$ cat config.mk
export PLATFORM = sky130hd
export DESIGN_NAME = xfer_seq
export DESIGN_NICKNAME = d
export VERILOG_FILES = /design/src/rtl/mrt_pkg.sv /design/src/rtl/mrt_decode.sv /design/src/rtl/mrt_pick.sv /design/src/rtl/xfer_seq.sv
export SDC_FILE = /design/constraint.sdc
export NUM_CORES = 1
export LEC_CHECK = 0
export BUFFER_PORTS_ARGS = -buffer_cell sky130_fd_sc_hd__clkbuf_2
export CAP_MARGIN = 0
export CELL_PAD_IN_SITES_DETAIL_PLACEMENT = 2
export CELL_PAD_IN_SITES_GLOBAL_PLACEMENT = 2
export CORE_MARGIN = 4
export CORE_UTILIZATION = 30
export CTS_CLUSTER_DIAMETER = 30
export CTS_CLUSTER_SIZE = 10
export DETAILED_ROUTE_END_ITERATION = 12
export HOLD_SLACK_MARGIN = 0.02
export PLACE_DENSITY_LB_ADDON = 0.05
export SLEW_MARGIN = 20
export SYNTH_ARGS = -nofsm -noshare
export SYNTH_HDL_FRONTEND = slang
export SYNTH_SLANG_ARGS = --single-unit
$ cat constraint.sdc
create_clock -name clk -period 12.95 [get_ports clk]
set_input_delay 3.885 -clock clk [delete_from_list [all_inputs] [get_ports clk]]
set_output_delay 3.885 -clock clk [all_outputs]
set_load 0.02 [all_outputs]
$ cat src/rtl/mrt_pkg.sv
package mrt_pkg;
  localparam int LIST_W = 16;
  localparam int IDX_W  = $clog2(LIST_W);
  localparam int OP_W   = 5 + IDX_W + LIST_W;
  localparam logic [IDX_W-1:0] PC_IDX = IDX_W'(LIST_W - 1);

  // Field order matches the operation bit positions, so a cast decodes it.
  typedef struct packed {
    logic             pre;
    logic             up;
    logic             usr;
    logic             wb;
    logic             ld;
    logic [IDX_W-1:0] rn;
    logic [LIST_W-1:0] list;
  } op_t;

  typedef enum logic [2:0] {
    ST_IDLE,
    ST_WB_LD,
    ST_MOVE,
    ST_WB_ST,
    ST_FLUSH,
    ST_DONE
  } seq_state_t;
endpackage

$ cat src/rtl/mrt_decode.sv
module mrt_decode
  import mrt_pkg::*;
#(
  parameter int WORD_W = 32,
  parameter int CNT_W  = 5
) (
  input  op_t               op,
  input  logic [WORD_W-1:0] base,
  output logic              empty,
  output logic              pre_eff,
  output logic [WORD_W-1:0] walk_start,
  output logic [WORD_W-1:0] wb_base,
  output logic [WORD_W-1:0] empty_addr
);
  localparam logic [WORD_W-1:0] STEP       = WORD_W'(4);
  localparam logic [WORD_W-1:0] EMPTY_SPAN = WORD_W'(64);
  localparam logic [WORD_W-1:0] DN_POST    = WORD_W'(60);

  function automatic logic [CNT_W-1:0] f_count(input logic [LIST_W-1:0] l);
    logic [CNT_W-1:0] c;
    c = '0;
    for (int i = 0; i < LIST_W; i++) c = c + CNT_W'(l[i]);
    return c;
  endfunction

  function automatic logic [WORD_W-1:0] f_span(input logic [CNT_W-1:0] n);
    return WORD_W'(n) << 2;
  endfunction

  function automatic logic [WORD_W-1:0] f_empty_addr(input logic [WORD_W-1:0] b,
                                                     input logic up, input logic pre,
                                                     input logic ld);
    if (ld)       return b;
    if (up && pre) return b + STEP;
    if (up)        return b;
    if (pre)       return b - EMPTY_SPAN;
    return b - DN_POST;
  endfunction

  logic [CNT_W-1:0]  count;
  logic [WORD_W-1:0] span;

  assign count      = f_count(op.list);
  assign span       = empty ? EMPTY_SPAN : f_span(count);
  assign empty      = (op.list == '0);
  assign pre_eff    = op.up ? op.pre : ~op.pre;
  assign walk_start = op.up ? base : base - span;
  assign wb_base    = op.up ? base + span : base - span;
  assign empty_addr = f_empty_addr(base, op.up, op.pre, op.ld);
endmodule

$ cat src/rtl/mrt_pick.sv
module mrt_pick #(
  parameter int NREG  = 16,
  parameter int IDX_W = $clog2(NREG)
) (
  input  logic [NREG-1:0]  pend,
  output logic [NREG-1:0]  onehot,
  output logic [IDX_W-1:0] idx,
  output logic             any,
  output logic             last
);
  logic [NREG:0] below;
  assign below[0] = 1'b0;

  generate
    for (genvar g = 0; g < NREG; g++) begin : g_chain
      assign below[g+1] = below[g] | pend[g];
      assign onehot[g]  = pend[g] & ~below[g];
    end
  endgenerate

  always_comb begin
    idx = '0;
    for (int i = 0; i < NREG; i++)
      if (onehot[i]) idx = idx | IDX_W'(i);
  end

  assign any  = below[NREG];
  assign last = any && ((pend & ~onehot) == '0);
endmodule

$ cat src/rtl/xfer_seq.sv
module xfer_seq
  import mrt_pkg::*;
#(
  parameter int WORD_W = 32
) (
  input  logic              clk,
  input  logic              rst_n,
  input  logic              start,
  input  logic [OP_W-1:0]   instr_low,
  input  logic [WORD_W-1:0] base_val,
  input  logic [WORD_W-1:0] pc_val,
  output logic [IDX_W-1:0]  rf_raddr,
  input  logic [WORD_W-1:0] rf_rdata,
  output logic              rf_we,
  output logic [IDX_W-1:0]  rf_waddr,
  output logic [WORD_W-1:0] rf_wdata,
  output logic              mem_req,
  output logic              mem_we,
  output logic [WORD_W-1:0] mem_addr,
  output logic [WORD_W-1:0] mem_wdata,
  input  logic              mem_ready,
  input  logic [WORD_W-1:0] mem_rdata,
  output logic              user_bank,
  output logic              flush,
  output logic              done,
  output logic              done_icycle
);
  localparam int CNT_W = $clog2(LIST_W + 1);
  localparam logic [WORD_W-1:0] PC_OFS = WORD_W'(12);
  localparam logic [WORD_W-1:0] STEP   = WORD_W'(4);

  seq_state_t        st_q, st_d;
  op_t               op_q, op_in;
  logic [WORD_W-1:0] base_q, pc_q;
  logic [LIST_W-1:0] rem_q;
  logic [CNT_W-1:0]  beat_q;
  logic              ub_q;

  logic              empty, pre_eff;
  logic [WORD_W-1:0] walk_start, wb_base, empty_addr, walk_addr, st_val;
  logic [LIST_W-1:0] pick_onehot;
  logic [IDX_W-1:0]  pick_idx, cur_idx;
  logic              pick_any, pick_last;

  // named internal events used by the checks below
  logic in_move, beat_fire, beat_last;

  assign op_in = op_t'(instr_low);

  mrt_decode #(.WORD_W(WORD_W), .CNT_W(CNT_W)) u_dec (
    .op(op_q), .base(base_q), .empty(empty), .pre_eff(pre_eff),
    .walk_start(walk_start), .wb_base(wb_base), .empty_addr(empty_addr)
  );

  mrt_pick #(.NREG(LIST_W), .IDX_W(IDX_W)) u_pick (
    .pend(rem_q), .onehot(pick_onehot), .idx(pick_idx),
    .any(pick_any), .last(pick_last)
  );

  assign in_move   = (st_q == ST_MOVE);
  assign beat_fire = in_move && mem_ready;
  assign beat_last = empty || pick_last;
  assign cur_idx   = empty ? PC_IDX : pick_idx;
  assign walk_addr = walk_start + (WORD_W'(beat_q) << 2) + (pre_eff ? STEP : '0);

  // store data selection
  always_comb begin
    if (cur_idx == PC_IDX)
      st_val = pc_q + PC_OFS;
    else if ((cur_idx == op_q.rn) && op_q.wb && (beat_q != '0))
      st_val = wb_base;
    else
      st_val = rf_rdata;
  end

  assign rf_raddr  = cur_idx;
  assign mem_req   = in_move;
  assign mem_we    = in_move && !op_q.ld;
  assign mem_addr  = empty ? empty_addr : walk_addr;
  assign mem_wdata = st_val;

  // register-file write port
  always_comb begin
    rf_we    = 1'b0;
    rf_waddr = op_q.rn;
    rf_wdata = wb_base;
    case (st_q)
      ST_WB_LD, ST_WB_ST: rf_we = 1'b1;
      ST_MOVE: if (op_q.ld && mem_ready) begin
        rf_we    = 1'b1;
        rf_waddr = cur_idx;
        rf_wdata = mem_rdata;
      end
      default: ;
    endcase
  end

  // sequence control
  always_comb begin
    st_d = st_q;
    case (st_q)
      ST_IDLE:  if (start) st_d = (op_in.ld && op_in.wb) ? ST_WB_LD : ST_MOVE;
      ST_WB_LD: st_d = ST_MOVE;
      ST_MOVE:  if (mem_ready && beat_last) begin
        if (op_q.ld && (cur_idx == PC_IDX)) st_d = ST_FLUSH;
        else if (!op_q.ld && op_q.wb)       st_d = ST_WB_ST;
        else                                st_d = ST_DONE;
      end
      ST_WB_ST: st_d = ST_DONE;
      ST_FLUSH: st_d = ST_DONE;
      ST_DONE:  st_d = ST_IDLE;
      default:  st_d = ST_IDLE;
    endcase
  end

  always_ff @(posedge clk or negedge rst_n) begin
    if (!rst_n) begin
      st_q   <= ST_IDLE;
      op_q   <= '0;
      base_q <= '0;
      pc_q   <= '0;
      rem_q  <= '0;
      beat_q <= '0;
      ub_q   <= 1'b0;
    end else begin
      st_q <= st_d;
      if ((st_q == ST_IDLE) && start) begin
        op_q   <= op_in;
        base_q <= base_val;
        pc_q   <= pc_val;
        rem_q  <= op_in.list;
        beat_q <= '0;
        ub_q   <= op_in.usr;
      end else if (beat_fire) begin
        rem_q  <= rem_q & ~pick_onehot;
        beat_q <= beat_q + 1'b1;
      end else if (st_q == ST_DONE) begin
        ub_q <= 1'b0;
      end
    end
  end

  assign user_bank   = ub_q;
  assign flush       = (st_q == ST_FLUSH);
  assign done        = (st_q == ST_DONE);
  assign done_icycle = done && op_q.ld;

  AST_REQ_HOLD: assert property (@(posedge clk) disable iff (!rst_n) mem_req && !mem_ready |=> mem_req && $stable(mem_addr) && $stable(mem_we));
  AST_IDLE_QUIET: assert property (@(posedge clk) disable iff (!rst_n) (st_q == ST_IDLE) |-> !mem_req && !rf_we);
  AST_ADDR_STEP: assert property (@(posedge clk) disable iff (!rst_n) beat_fire && !beat_last |=> mem_addr == $past(mem_addr) + STEP);
  AST_MOVE_WORK: assert property (@(posedge clk) disable iff (!rst_n) in_move && !empty |-> pick_any);
  AST_FLUSH_DONE: assert property (@(posedge clk) disable iff (!rst_n) flush |=> done);
  AST_DONE_PULSE: assert property (@(posedge clk) disable iff (!rst_n) done |=> !done);
  AST_UB_KEEP: assert property (@(posedge clk) disable iff (!rst_n) user_bank && !done |=> user_bank);
  AST_UB_OFF: assert property (@(posedge clk) disable iff (!rst_n) done |=> !user_bank);
endmodule

## Word-level counts from Yosys, hierarchy flattened

Cells that the tools add are included.

- Bits in registers: 113
- Bits in latches: 0
- RAM bits: 0
- Bits in read-only memories: 0
- Bits of input ports: 157
- Output and inout bits: 111
- Memories: 0

- $add $sub $neg: 24
- Multipliers: 0
- Divide/modulo/power cells: 0
- Magnitude comparators: 0
- Equal/unequal tests: 10
- Shifts and indexed selects: 0
- Muxes and demuxes: 61
- Bitwise gates (word level): 48
- Reduce and logical (&&, ||, !) cells: 25

Operator list:

| kind | number |
|---|---|
| 2-to-1 mux 32 bit | 15 |
| adder 5 x 1 -> 5 bit | 14 |
| 2-to-1 mux 4 bit | 11 |
| adder 32 x 3 -> 32 bit | 1 |
| adder 32 x 3 -> 32 bit (second input constant) | 1 |
| adder 32 bit | 1 |
| adder 32 x 4 -> 32 bit (second input constant) | 1 |
| adder 32 x 7 -> 32 bit | 1 |
| logical NOT 16 bit | 2 |
| 2-to-1 mux 16 bit | 2 |
| subtractor 32 bit | 1 |
| subtractor 32 x 6 -> 32 bit (second input constant) | 1 |
| subtractor 32 x 7 -> 32 bit (second input constant) | 1 |
| 2-to-1 mux 3 bit | 9 |
| bitwise AND 16 bit | 1 |
| 2-to-1 mux 1 bit | 16 |
| inverter 1 bit | 16 |
| inverter 16 bit | 1 |
| bitwise AND 1 bit | 15 |
| bitwise OR 1 bit | 15 |
| logical AND 1 bit | 13 |
| case mux 3 bit (4 select lines) | 1 |
| 2-to-1 mux 5 bit | 2 |
| 2-to-1 mux 7 bit | 1 |
| other kinds (18) | 26 |

## Longest topological paths before layout

- Depth in word-level cells: 24
- Depth in mapped cells: 33
- Mapped depth without buffers: 32

## Modules after synthesis

A second synthesis with hierarchy kept.

- Cell total of the unflattened synthesis: 1500
- Area, all modules: 11088.1 µm²

Modules (own cells, without submodules):

| module | times used | cells an instance | area an instance (µm²) | seq. area each (µm²) |
|---|---|---|---|---|
| xfer_seq | 1 | 928 | 7332.0 | 2852.7 |
| mrt_decode | 1 | 499 | 3296.9 | 0.0 |
| mrt_pick | 1 | 73 | 459.2 | 0.0 |

## Worst setup path after synthesis

Ideal clock, no wire load.

- Kind: register -> output
- Start point: register op_q[0] in the netlist's numbering
- End point: output mem_addr[30]
- Data arrival time: 7.425 ns
- Required time: 9.065 ns
- Path slack: 1.640 ns
- Cell stages (with the launch flop): 27
- Cell sequence: dfrtp_1 inv_1 ha_1 inv_1 fa_1 fa_1 fa_1 fa_1 fa_1 fa_1 xnor2_1 nand2_1 ha_1 buf_2 nor2_1 a2111oi_2 clkbuf_1 nor2_1 xnor2_1 ha_1 nand2_1 o21ai_0 nand2_1 nor4_1 nand4_1 o21a_1 o31ai_1

- Longest elaborated chain between the ends: 21
- Elaborated cells on any way between the ends: 22
- Classes of those cells: 18 x add/sub; 3 x mux; 1 x reduce/logical

RTL lines:

| element | line | text |
|---|---|---|
| start: declaration | xfer_seq.sv:33 | `op_t op_q, op_in;` |
| start signal: assignment | xfer_seq.sv:128 | `op_q <= op_in;` |
| adder 1 x 1 -> 2 bit | mrt_decode.sv:22 | `for (int i = 0; i < LIST_W; i++) c = c + CNT_W'(l[i]);` |
| adder 5 x 1 -> 5 bit (14 in series) | mrt_decode.sv:22 |  |
| 2-to-1 mux 7 bit | mrt_decode.sv:44 | `assign span = empty ? EMPTY_SPAN : f_span(count);` |
| subtractor 32 bit | mrt_decode.sv:47 | `assign walk_start = op.up ? base : base - span;` |
| 2-to-1 mux 32 bit | mrt_decode.sv:47 |  |
| adder 32 x 7 -> 32 bit | xfer_seq.sv:64 | `assign walk_addr = walk_start + (WORD_W'(beat_q) << 2) + (pre_eff ? STEP : '0);` |
| adder 32 x 3 -> 32 bit | xfer_seq.sv:64 |  |
| 2-to-1 mux 32 bit * | xfer_seq.sv:79 | `assign mem_addr = empty ? empty_addr : walk_addr;` |
| end: declaration | xfer_seq.sv:19 | `output logic [WORD_W-1:0] mem_addr,` |

Mark *: on every way between the ends. The rest lies on a longest branch, timed or not.

## Worst setup path after layout

- Start point: register op_q[1] in the netlist's numbering
- End point: output mem_addr[28]

The elaborated chain is that of the path after synthesis.

==> impl_results.md <==
- Initial antenna violation count: 4
- WHS Endpoint: pc_q[0]
- Post-route cell area: approximately 13000 sq um
- Critical Path RT: about 9.1 ns
- Critical Path Start Type: register
- Synth top area share: 0.2534
- CTS hold repair buffers: 0
- Die area: 40340 sq um
- Clock sinks: about 110
- Fin crit period: about 12 ns
- CP Capture Type: primary output
- CTS clk-pin slew, worst paths: 0.06 ns
- Area contributors post-synth: dfrtp_1 (25%), nand2_1 (13%), xnor2_1 (5.1%)
- Nets@finish: ~2000
- Fill count: approximately 4500
- Routed WL: around 53000 um
- Post-CTS Resized: 0
- Most frequent cells in the layout: nand2_1 (393), clkbuf_2 (266), dfrtp_1 (113)
- CP Launch Point: op_q[1]
- Hold depth: 2
- R2R cell count: 7
- Drt pass-1 iters: 7
- CTS tree: done
- Yosys warning count: 0
- Period utilization: 0.9467
- Largest net degree at the start of global routing: 78
- Vias in the first global route: between 10000 and 15000
- Worst hold start: pc_q[0]
- Worst hold-check path type: register to register
- #FFs+latches synth: 113
- RSZ-0062 raised after global routing: no
- Number of buffers created by CTS: 17
- Cells after Synth: 1567
- Worst flop-to-flop path endpoint: st_q[1]
- Worst Path Max Fanout: 7
- First-pass GRT wire length: about 82000 um
- CP max-delay cell: fa_1
- Slew of the pin with the lowest slew margin: ~1.2 ns
- Area leader, netlist: dfrtp_1
- Die X: approximately 200 um
- Max Root-Sink Buffers: 2
- Rows: 70
- H-tree Lvls: 4
- Relative slew slack: 0.2202
- Max Cap Violations: 0
- Most frequent cell on the critical path: fa_1
- Final setup vio count: 0
- Worst Skew: roughly 0.015 ns
- Fin Setup TNS: 0 ns
- Total grt overflow: 0
- Post-Syn Area: roughly 11000 sq um
- Fin cells: 2252
- Final hold vios: 0
- R2R Path Start: rem_q[1]
- Post-DP HPWL: roughly 40000 um
- Register area: about 2800 sq um
- Crit path DAT: between 8 and 9 ns
- Commonest non-fill, non-tap cell in the layout: nand2_1
- Mean Syn Cell Area: around 7 sq um
- Die Ht: 200.9 um
- CORE AREA: 36610 sq um
- Max Fclk: between 80 and 90 MHz
- Antenna violation net count after detailed routing: 0
- WS Path Type: register to primary output
- Vias per Instance: approximately 5.6
- Residual DRC: 0
- Outcome: finished clean
- Multi-input gate area: 7739 sq um
- Port Buffers: 267
- Post-synthesis async set-or-reset flop share: 1.000
- Routed WL per cell: approximately 24 um
- Post-placement cell area: about 13000 sq um
- Inst Count DP: around 2200
- Syn_nets: approximately 1800
- Gpl congestion: around 0.92
- Post-synthesis sequential area ratio: 0.2534
- Post-CTS setup buffer count: 0
- Reg2reg setup slack: around 9.4 ns
- Final Util: 0.3686
- Post-synth EDFFs: 0
- Layout area overhead: 20.94%
- Initial drt markers: slightly above 500
- Initial core utilization: 0.3048
- Worst skew pair latency: roughly 0.44 ns
- Crit-path max cell delay: between 0.5 and 0.6 ns
- Slew Limit Fails: 0
- Post-synth cell types: 75
- Top Ports: ~270
- Share of cells above drive strength 1: 0.1965
- GRT Overall Usage: 0.2574
- CTS root buffer: clkbuf_16
- Most used DFF post-synth: dfrtp_1
- Routed vias: 12540
[layer usage]
layer / track usage / routed length (um) / up-vias
met3: 0.03199 / 1476 / 64
li1: - / - / 5881
met2: 0.4628 / 27300 / 257
met4: 0.08505 / 1499 / 0
met5: 0 / 0 / -
met1: 0.3197 / 22770 / 6338
[cell usage after synthesis (7+ instances only)]
library cell and instances:
nor2b_1 7, and4_1 9, xnor2_1 65, dfrtp_1 113
or4_1 15, fa_1 14, o211ai_1 12, and3_1 33
nand4_1 26, a21oi_1 44, o22ai_1 7, nor2_1 93
nor3_1 40, or2_2 8, a21o_1 11, a31oi_1 18
nor4_1 25, and2_1 15, nand2_1 393, nand3_1 71
xor2_1 44, a211oi_1 10, or3_1 34, o31ai_1 19
mux2i_1 25, clkbuf_1 97, nand2b_1 11, inv_1 56
o21ai_0 103, ha_1 35
[metrics by stage]
stage / hold WS [ns] / setup WS, ns
3_3_place_gp: 0.4638 / 1.329
2_1_floorplan: 0.4455 / 1.640
3_5_place_dp: 0.4822 / 1.162
4_1_cts: 0.4990 / 0.6336
5_1_grt: 0.5373 / 0.2293
6_report: 0.4919 / 0.6901
[cell families (layout without fill, tap and decap cells)]
kind of cell | Yosys count | count (layout) | share of synthesized area
multiplexers | 30 | 30 | 0.02747
XOR/XNOR | 109 | 109 | 0.08556
AND/OR/NAND/NOR | 801 | 801 | 0.3366
buffers and inverters | 164 | 378 | 0.05651
AO/OA/AOI/OAI | 300 | 300 | 0.1752
other | 0 | 3 | 0
adder cells (fa/ha/maj) | 50 | 50 | 0.06526
flip-flops | 113 | 113 | 0.2534
[worst max-delay path by stage]
stage	slack, ns	end	depth (start not counted)
2_1_floorplan	1.64	mem_addr[30]	26
3_3_place_gp	1.33	mem_addr[28]	27
3_5_place_dp	1.16	mem_addr[28]	28
4_1_cts	0.63	mem_addr[28]	28
5_1_grt	0.23	mem_addr[28]	28
6_report	0.69	mem_addr[28]	28
[final cells by class]
| class | count | share of cell area |
|---|---|---|
| Antenna cell | 3 | 0.0005563 |
| Clock buffer | 21 | 0.03412 |
| Clock inverter | 11 | 0.01131 |
| Inverter | 56 | 0.01558 |
| Multi-Input combinational cell | 1290 | 0.5735 |
| Sequential cell | 113 | 0.2096 |
| Tap cell | 468 | 0.04339 |
| Timing Repair Buffer | 290 | 0.1120 |
[state kept, by name, indices dropped and copies added, names as in the netlist]
signal,count
base_q,32
pc_q,32
op_q,24
rem_q,16
beat_q,5
st_q,3
user_bank,1
[worst max-delay path, delay by kind of cell, from the launching register on]
kind            cells  cell delay (ns)
flops               1             0.35
buf+inv             4             0.50
compound gates      4             0.96
xor+xnor            1             0.15
simple gates        9             1.74
fa+ha+maj          10             4.24
Power is not shown: default switching activity piles up to over one toggle a cycle in this logic, so the estimate is an artifact.
